[config.mk]
export PLATFORM = sky130hd
export DESIGN_NAME = uart_stat_irq
export DESIGN_NICKNAME = d
export VERILOG_FILES = /design/src/rtl/ustat_pkg.sv /design/src/rtl/ustat_sticky.sv /design/src/rtl/ustat_rx_req.sv /design/src/rtl/ustat_tx_hold.sv /design/src/rtl/uart_stat_irq.sv
export SDC_FILE = /design/constraint.sdc
export NUM_CORES = 1
export LEC_CHECK = 0
export BUFFER_PORTS_ARGS = -buffer_cell sky130_fd_sc_hd__buf_2
export CAP_MARGIN = 40
export CORE_MARGIN = 3
export CORE_UTILIZATION = 40
export DETAILED_ROUTE_END_ITERATION = 6
export GPL_TIMING_DRIVEN = 0
export PLACE_DENSITY = 0.85
export SLEW_MARGIN = 30
export SYNTH_ARGS = -nofsm -noshare
export SYNTH_HDL_FRONTEND = slang
export SYNTH_SLANG_ARGS = --single-unit
[constraint.sdc]
create_clock -name clk -period 3.15 [get_ports clk]
set_clock_uncertainty 0.05 [all_clocks]
set_input_delay 0.1575 -clock clk [delete_from_list [all_inputs] [get_ports clk]]
set_output_delay 0.1575 -clock clk [all_outputs]
set_load 0.01 [all_outputs]
[src/rtl/ustat_pkg.sv]
// Package: register addresses and bit positions shared by the status block.
// Assumes a 2-bit word address on the register bus.
package ustat_pkg;
    localparam int ADDR_W = 2;

    typedef enum logic [ADDR_W-1:0] {
        A_LINE  = 2'd0,
        A_RXST  = 2'd1,
        A_INTID = 2'd2,
        A_INTEN = 2'd3
    } reg_addr_e;

    localparam int NUM_ERR   = 4;   // overrun, parity, framing, break
    localparam int B_RXREQ   = 0;
    localparam int B_ERR_LO  = 1;   // errors occupy bits 4:1
    localparam int B_TXFST   = 5;
    localparam int B_TXIDLE  = 6;

    localparam int E_RX  = 0;
    localparam int E_TX  = 1;
    localparam int E_ERR = 2;
    localparam int NUM_EN = 3;
endpackage

[src/rtl/ustat_sticky.sv]
// Sticky flag bank: each bit sets on a one-cycle pulse and clears on a
// clear strobe. A pulse in the same cycle as the clear wins.
// Assumes pulses and clear are synchronous to clk.
module ustat_sticky #(
    parameter int N = 4
) (
    input  logic         clk,
    input  logic         rst_n,
    input  logic [N-1:0] set_p,
    input  logic         clr,
    output logic [N-1:0] flags
);
    for (genvar i = 0; i < N; i++) begin : g_bit
        // Hold one flag: set has priority over clear.
        always_ff @(posedge clk) begin
            if (!rst_n)
                flags[i] <= 1'b0;
            else if (set_p[i])
                flags[i] <= 1'b1;
            else if (clr)
                flags[i] <= 1'b0;
        end
    end
endmodule

[src/rtl/ustat_rx_req.sv]
// Receive request: level above threshold, masked during a FIFO pop and
// after an acknowledge until the level has fallen to the threshold.
// Assumes level and threshold share one width.
module ustat_rx_req #(
    parameter int LVL_W = 6
) (
    input  logic             clk,
    input  logic             rst_n,
    input  logic [LVL_W-1:0] lvl,
    input  logic [LVL_W-1:0] thr,
    input  logic             pop,
    input  logic             ack,
    output logic             req
);
    logic above;
    logic ack_q;

    // Compare the fill level against the threshold.
    always_comb above = (lvl > thr);

    // Remember an acknowledge while the level stays above the threshold.
    always_ff @(posedge clk) begin
        if (!rst_n)
            ack_q <= 1'b0;
        else if (!above)
            ack_q <= 1'b0;
        else if (ack)
            ack_q <= 1'b1;
    end

    // Form the visible request.
    always_comb req = above && !ack_q && !pop;
endmodule

[src/rtl/ustat_tx_hold.sv]
// Transmit interrupt hold: entered by an identification read while the
// transmit term is pending, left by a FIFO push or enable write of 0.
// Exit has priority over entry.
module ustat_tx_hold (
    input  logic clk,
    input  logic rst_n,
    input  logic enter,
    input  logic push,
    input  logic en_off,
    output logic hold
);
    // Track the hold state.
    always_ff @(posedge clk) begin
        if (!rst_n)
            hold <= 1'b0;
        else if (push || en_off)
            hold <= 1'b0;
        else if (enter)
            hold <= 1'b1;
    end
endmodule

[src/rtl/uart_stat_irq.sv]
// UART status and interrupt register block. Decodes the register bus,
// keeps the enable register, builds both status views, the identification
// word and the interrupt output. Read data is registered; read side
// effects fire on the first cycle of a read strobe only.
module uart_stat_irq
    import ustat_pkg::*;
#(
    parameter int DATA_W = 32,
    parameter int LVL_W  = 6
) (
    input  logic              clk,
    input  logic              rst_n,
    input  logic              rd_en,
    input  logic              wr_en,
    input  logic [1:0]        addr,
    input  logic [DATA_W-1:0] wdata,
    output logic [DATA_W-1:0] rdata,
    input  logic              rx_ovr_p,
    input  logic              rx_par_p,
    input  logic              rx_frm_p,
    input  logic              rx_brk_p,
    input  logic [LVL_W-1:0]  rx_lvl,
    input  logic [LVL_W-1:0]  rx_thr,
    input  logic              rx_pop,
    input  logic [LVL_W-1:0]  tx_lvl,
    input  logic [LVL_W-1:0]  tx_thr,
    input  logic              tx_push,
    input  logic              tx_idle,
    output logic              irq
);
    localparam int VIEW_W = B_TXIDLE + 1;

    logic               rd_q;
    logic               rd_first;
    logic               stat_rd;
    logic               id_rd;
    logic               line_wr;
    logic               en_wr;
    logic [NUM_ERR-1:0] err_pulse;
    logic [NUM_ERR-1:0] err_q;
    logic [NUM_EN-1:0]  int_en;
    logic               rx_flag;
    logic               rx_ack;
    logic               tx_req;
    logic               hold_q;
    logic               pend_rx;
    logic               pend_tx;
    logic               pend_err;
    logic               hold_enter;
    logic               en_off;
    logic [VIEW_W-1:0]  line_view;
    logic [VIEW_W-1:0]  rx_view;
    logic [DATA_W-1:0]  rd_mux;

    // Remember the previous strobe to find the first cycle of a read.
    always_ff @(posedge clk) begin
        if (!rst_n)
            rd_q <= 1'b0;
        else
            rd_q <= rd_en;
    end

    // Decode bus accesses.
    always_comb begin
        rd_first = rd_en && !rd_q;
        stat_rd  = rd_first && (addr == A_LINE || addr == A_RXST);
        id_rd    = rd_first && (addr == A_INTID);
        line_wr  = wr_en && (addr == A_LINE);
        en_wr    = wr_en && (addr == A_INTEN);
    end

    // Order the error pulses by their status-bit position.
    always_comb err_pulse = {rx_brk_p, rx_frm_p, rx_par_p, rx_ovr_p};

    ustat_sticky #(.N(NUM_ERR)) u_err (
        .clk   (clk),
        .rst_n (rst_n),
        .set_p (err_pulse),
        .clr   (stat_rd),
        .flags (err_q)
    );

    // A status read or a write of 0 to bit 0 acknowledges the receive request.
    always_comb rx_ack = stat_rd || (line_wr && !wdata[B_RXREQ]);

    ustat_rx_req #(.LVL_W(LVL_W)) u_rx (
        .clk   (clk),
        .rst_n (rst_n),
        .lvl   (rx_lvl),
        .thr   (rx_thr),
        .pop   (rx_pop),
        .ack   (rx_ack),
        .req   (rx_flag)
    );

    // Keep the interrupt enable register.
    always_ff @(posedge clk) begin
        if (!rst_n)
            int_en <= '0;
        else if (en_wr)
            int_en <= wdata[NUM_EN-1:0];
    end

    // Transmit FIFO status and the pending terms.
    always_comb begin
        tx_req     = (tx_lvl <= tx_thr);
        pend_rx    = int_en[E_RX] && rx_flag;
        pend_tx    = int_en[E_TX] && tx_req && !hold_q;
        pend_err   = int_en[E_ERR] && (|err_q);
        hold_enter = id_rd && pend_tx;
        en_off     = en_wr && !wdata[E_TX];
    end

    ustat_tx_hold u_hold (
        .clk    (clk),
        .rst_n  (rst_n),
        .enter  (hold_enter),
        .push   (tx_push),
        .en_off (en_off),
        .hold   (hold_q)
    );

    // Combine the enabled sources.
    always_comb irq = pend_rx || pend_tx || pend_err;

    // Build the two status views.
    always_comb begin
        rx_view                               = '0;
        rx_view[B_RXREQ]                      = rx_flag;
        rx_view[B_ERR_LO +: NUM_ERR]          = err_q;
        line_view                             = rx_view;
        line_view[B_TXFST]                    = tx_req;
        line_view[B_TXIDLE]                   = tx_idle;
    end

    // Select the read word.
    always_comb begin
        rd_mux = '0;
        case (addr)
            A_LINE:  rd_mux[VIEW_W-1:0] = line_view;
            A_RXST:  rd_mux[VIEW_W-1:0] = rx_view;
            A_INTID: rd_mux[NUM_EN-1:0] = {pend_err, pend_tx, pend_rx};
            default: rd_mux[NUM_EN-1:0] = int_en;
        endcase
    end

    // Register the read data.
    always_ff @(posedge clk) begin
        if (!rst_n)
            rdata <= '0;
        else if (rd_en)
            rdata <= rd_mux;
    end
endmodule

# Yosys cells after proc, flatten, opt, wreduce, memory -nomap -nowiden
# Cells that the tools add are included.
dict set report word_totals {
  inputBits 69
  elab_cells 56
  regBits 17
  out_inout_bits 33
}
dict set report classes {
  n_lt_le_gt_ge 2
  n_reduce_logical 34
  n_mux 7
  eq_ne 3
  n_bitwise 1
}
# operator count
set ops {}
lappend ops {{$logic_and A1 B1 Y1} 14}
lappend ops {{$pmux W4 S2} 1}
lappend ops {{$reduce_bool A2 Y1} 4}
lappend ops {{$gt A6 B6 Y1} 1}
lappend ops {{$le A6 B6 Y1} 1}
lappend ops {{$logic_not A1 Y1} 6}
lappend ops {{$pmux W3 S2} 1}
lappend ops {{$logic_or A1 B1 Y1} 5}
lappend ops {{$mux W1} 5}
lappend ops {{$eq A2 B2 Y1 const B} 2}
lappend ops {{$reduce_or A2 Y1} 2}
lappend ops {{$reduce_or A4 Y1} 1}
lappend ops {{$eq A2 B1 Y1 const B} 1}
lappend ops {{$logic_not A2 Y1} 1}
lappend ops {{$reduce_and A2 Y1} 1}
lappend ops {{$not A1 Y1} 1}

# Longest topological paths before layout
dict set report logic_depth {
  depth_word 6
  mapped_depth 6
  ltp_nobuf 6
}

# By module
# From an unflattened synthesis, not the netlist that was laid out.
dict set report unflattened {
  hier_cells 152
  area_unflattened_um2 1234.9
}
# module instances seq_area_each_um2 area_per_inst_um2 cells_per_inst
set by_module_without_submodules {}
lappend by_module_without_submodules {uart_stat_irq 1 220.2 872.1 112}
lappend by_module_without_submodules {ustat_rx_req 1 20.0 188.9 25}
lappend by_module_without_submodules {ustat_sticky 1 80.1 135.1 12}
lappend by_module_without_submodules {ustat_tx_hold 1 20.0 38.8 3}

# Worst setup path before layout
# Ideal clock, no wire load.
dict set report synth_timing {
  kind {input to output}
  from {input rx_thr[4]}
  to {output irq}
  required_time_ns 2.942
  setup_slack_ns 1.695
  cell_stages 6
  n_path_buf 0
  arrival_time_ns 1.247
  cell_sequence {inv_1 > ha_1 > a21oi_1 > a21boi_0 > o311ai_1 > o221ai_1}
}
dict set report synth_between {
  elab_chain_cells 6
}
# item line_no
set synth_rtl {}
lappend synth_rtl {{start: declaration} uart_stat_irq.sv:23} ;# input logic [LVL_W-1:0] rx_thr,
lappend synth_rtl {{$gt A6 B6 Y1} ustat_rx_req.sv:19} ;# always_comb above = (lvl > thr);
lappend synth_rtl {{$logic_and A1 B1 Y1 (2 in series)} ustat_rx_req.sv:32} ;# always_comb req = above && !ack_q && !pop;
lappend synth_rtl {{$logic_and A1 B1 Y1} uart_stat_irq.sv:107} ;# pend_rx = int_en[E_RX] && rx_flag;
lappend synth_rtl {{$logic_or A1 B1 Y1 (2 in series)} uart_stat_irq.sv:124} ;# always_comb irq = pend_rx || pend_tx || pend_err;
lappend synth_rtl {{end: declaration} uart_stat_irq.sv:29} ;# output logic irq
# Every way passes these cells.

# Worst setup path after layout
dict set report layout_timing {
  from {register u_err.flags[0]}
  to {output irq}
}
dict set report layout_between {
  elab_chain_cells 3
}
# item line_no
set layout_rtl {}
lappend layout_rtl {{start: declaration} ustat_sticky.sv:11} ;# output logic [N-1:0] flags
lappend layout_rtl {{start signal: indexed assignment} ustat_sticky.sv:17} ;# flags[i] <= 1'b0;
lappend layout_rtl {{start signal: indexed assignment} ustat_sticky.sv:19} ;# flags[i] <= 1'b1;
lappend layout_rtl {{start signal: indexed assignment} ustat_sticky.sv:21} ;# flags[i] <= 1'b0;
lappend layout_rtl {{$reduce_or A4 Y1} uart_stat_irq.sv:109} ;# pend_err = int_en[E_ERR] && (|err_q);
lappend layout_rtl {{$logic_and A1 B1 Y1} uart_stat_irq.sv:109}
lappend layout_rtl {{$logic_or A1 B1 Y1} uart_stat_irq.sv:124}
# Every way passes these cells.

==> run metrics <==
clock latency on the worst-skew pair 0.31 ns; Setup TNS 0 ns; vias in the first global route 981; antenna-violating nets left 0; placed insts 269; Slowest-stage cell, CP or4_1; Synth area leader dfxtp_1; Post-route DRC 0; routed length on met2 1230 um; via count 1,229; Endpoint, Worst Hold u_err.flags[3]$_SDFFE_PN0P_; Die Y 61.9 um; global-route wire length before repair 4000 um; Warnings, synthesis 0; antenna violations before repair 0; f_max 562 MHz; CP bufs+invs 1; sequential fraction of the synthesis area 27.2%; fin crit share 56.5%; R2R depth 3; Synth area leaders dfxtp_1 27%, buf_4 15%, ha_1 12%; antenna cells 0; largest net degree at the start of global routing 12; Global Route Usage Sum 14.0%; Worst path max stage delay 0.53 ns; power per cell area 297 nW/um^2; Worst setup SP type flop; CTS clk-pin slew, worst paths 0.11 ns; WL met3 272 um; Area Overhead vs Synth 34.6%; clock sink count 17; Vias/cell 4.45; CP Class reg2out; Finished Cell Area 1680 um^2; dpl hpwl 2250 um; Worst Path Max Fanout 4; final cell count without fillers 276; CP cell instances or4_1, nand2_1, o221ai_1, buf_2; NumNets Final 316; total of max-cap violations 0; leak pwr 0.907 nW; layout cell share with drive strength beyond 1 34.2%; Die Area 3840 um^2; CP Capture Type primary output; clock group share of total power 25.3%; highest metal used met4; #FFs+latches synth 17; post-route minimum period 1.78 ns; Syn Inst Count 157; Hold Crit Start rx_brk_p; Psw 0.154 mW; iteration-0 DRC count of the detailed router 12; final WL 2690 um; Crit Reg-Reg Endpoint rdata[2]$_SDFFE_PN0P_; CTS tree done; total CTS buffers 3; Max Slew Vio Count 0; Initial Util 43.5%; I/O pin cnt 102; die width 61.9 um; reg-to-reg startpoint u_err.flags[0]$_SDFFE_PN0P_; mapped cell area 1250 um^2; GP Congestion 0.840; endpoints failing hold 0; setup violators final 0; first drt pass iteration count 4; CORE AREA 2880 um^2; num rows 19; status complete, no violations; switching share of power 30.9%; peak supply drop 0.000290 V; # H-tree levels 1; Post-DP Area 1620 um^2; worst hold path stage count 3; Flop pwr share 46.3%; reg2reg setup slack 1.83 ns; post-DR wirelength/cell 9.74 um; Tot Pwr 0.500 mW; Synth top area share 27.2%; Critical Path AT 1.57 ns; Max clock buf depth 2; unrepaired setup endpoints after global routing no; Crit path max-delay family simple AND/OR/NAND/NOR gates; combinational share of power 28.4%; syn_area_per_cell 7.97 um^2; Congestion Overflow GR 0; P_int 0.345 mW; CTS Root Buffer Type clkbuf_4; Worst Hold Class in2reg; Distinct cells, synth 36; WP data required 2.94 ns; WL met1 1160 um; PortBufs 46
## kinds of logic after synthesis
family                   Yosys count  synth area share [%]
AO/OA/AOI/OAI                     35                  18.1
other                              1                 0.300
multiplexers                       2                  1.60
flip-flops                        17                  27.2
AND/OR/NAND/NOR                   44                  19.4
adder cells (fa/ha/maj)           12                  12.0
buffers and inverters             46                  21.4
## registers in the layout (all words and copies together) (netlist names)
| register | flops |
|---|---|
| u_err.flags | 4 |
| int_en | 3 |
| u_hold.hold | 1 |
| u_rx.ack_q | 1 |
| rdata | 7 |
| rd_q | 1 |
## cell type report
cell class,instances,area [um^2]
clock buffer,3,22.5
multi-input combinational,118,733
inverter,18,67.6
sequential,17,340
fill,285,1190
timing repair buffer,49,260
buffer,28,200
clock inverter,1,7.51
tap,42,52.6
## worst max-delay path by stage
stage	start	end	slack, ns	depth (start not counted)
global route	rx_thr[4]	irq	1.21	8
floorplan	rx_thr[4]	irq	1.70	6
finish	u_err.flags[0]$_SDFFE_PN0P_	irq	1.37	4
detailed placement	rx_lvl[4]	irq	1.38	7
CTS	u_err.flags[0]$_SDFFE_PN0P_	irq	1.37	4
global placement	rx_lvl[4]	irq	1.37	7
## cell usage after synthesis, drive strengths merged
library cell	n
mux2i	2
a2111oi	1
or2	1
conb	1
o221ai	1
dfxtp	17
nand4	4
a21oi	14
o21bai	1
nand2	6
nor2b	4
o311ai	1
o211ai	1
o21ai	4
o22ai	1
a21o	1
nand2b	5
or4	1
a311oi	1
nand3b	1
a311o	1
a31oi	4
a21boi	1
nor2	13
ha	12
nand3	6
o31ai	1
a211oi	1
clkbuf	2
and2	2
inv	18
buf	26
nor4b	1
a41oi	1
## worst reg2reg max path: cells and delay by family (launching register included)
family / cells / cell delay (ns)
DFF: 1 / 0.36
AOI/OAI and AO/OA: 2 / 0.26
and+or+nand+nor: 1 / 0.53
## through the flow
stage	hold WS, ns	util [%]	worst slack (ns)
2_1_floorplan	0.176	-	1.70
3_3_place_gp	0.277	56.5	1.37
3_5_place_dp	0.281	56.5	1.38
4_1_cts	0.00351	58.2	1.37
5_1_grt	0.0157	58.5	1.21
6_report	0.00531	58.5	1.37
## layout by cell type (no fill, tap or decap)
master and n:
a21boi_0 1, a311o_1 1, nor4b_4 1, o31ai_1 1, inv_1 18, and2_1 2
nand3b_1 1, dfxtp_1 17, a2111oi_2 1, nand4_1 4, clkinvlp_4 1, or2_2 1
a211oi_1 1, o21ai_0 4, o221ai_1 1, nand3_1 6, a311oi_1 1, nand2_2 1
nand2_1 5, clkbuf_1 2, o22ai_1 1, a21oi_1 14, or4_1 1, mux2i_1 2
buf_2 47, nor2_1 13, dlygate4sd3_1 3, clkbuf_4 3, conb_1 25, o311ai_1 1
a41oi_1 1, ha_1 12, buf_4 25, o211ai_1 1, a21o_1 1, o21bai_1 1
nand2b_1 5, nor2b_1 4, a31oi_1 4
## power groups by stage
stage | clock, mW | combinational (mW) | sequential (mW)
3_5_place_dp | 0 | 0.139 | 0.236
5_1_grt | 0.137 | 0.162 | 0.233
3_3_place_gp | 0 | 0.136 | 0.236
6_report | 0.126 | 0.142 | 0.232
4_1_cts | 0.128 | 0.141 | 0.232
2_1_floorplan | 0 | 0.0938 | 0.237
## per-layer routing
metal  global-route usage [%]  vias up
met2                     23.6       51
li1                         -      646
met4                     3.64        0
met3                     4.75        5
met1                     17.0      527
met5                        0        -
## what timing repair did
item	in CTS	in global routing
setup endpoints to repair	0	0
hold buffers	2	1
endpoints found under the hold margin	2	1
setup buffers	0	0
gates resized for setup	0	0
Power figures use the tool's default switching activity.
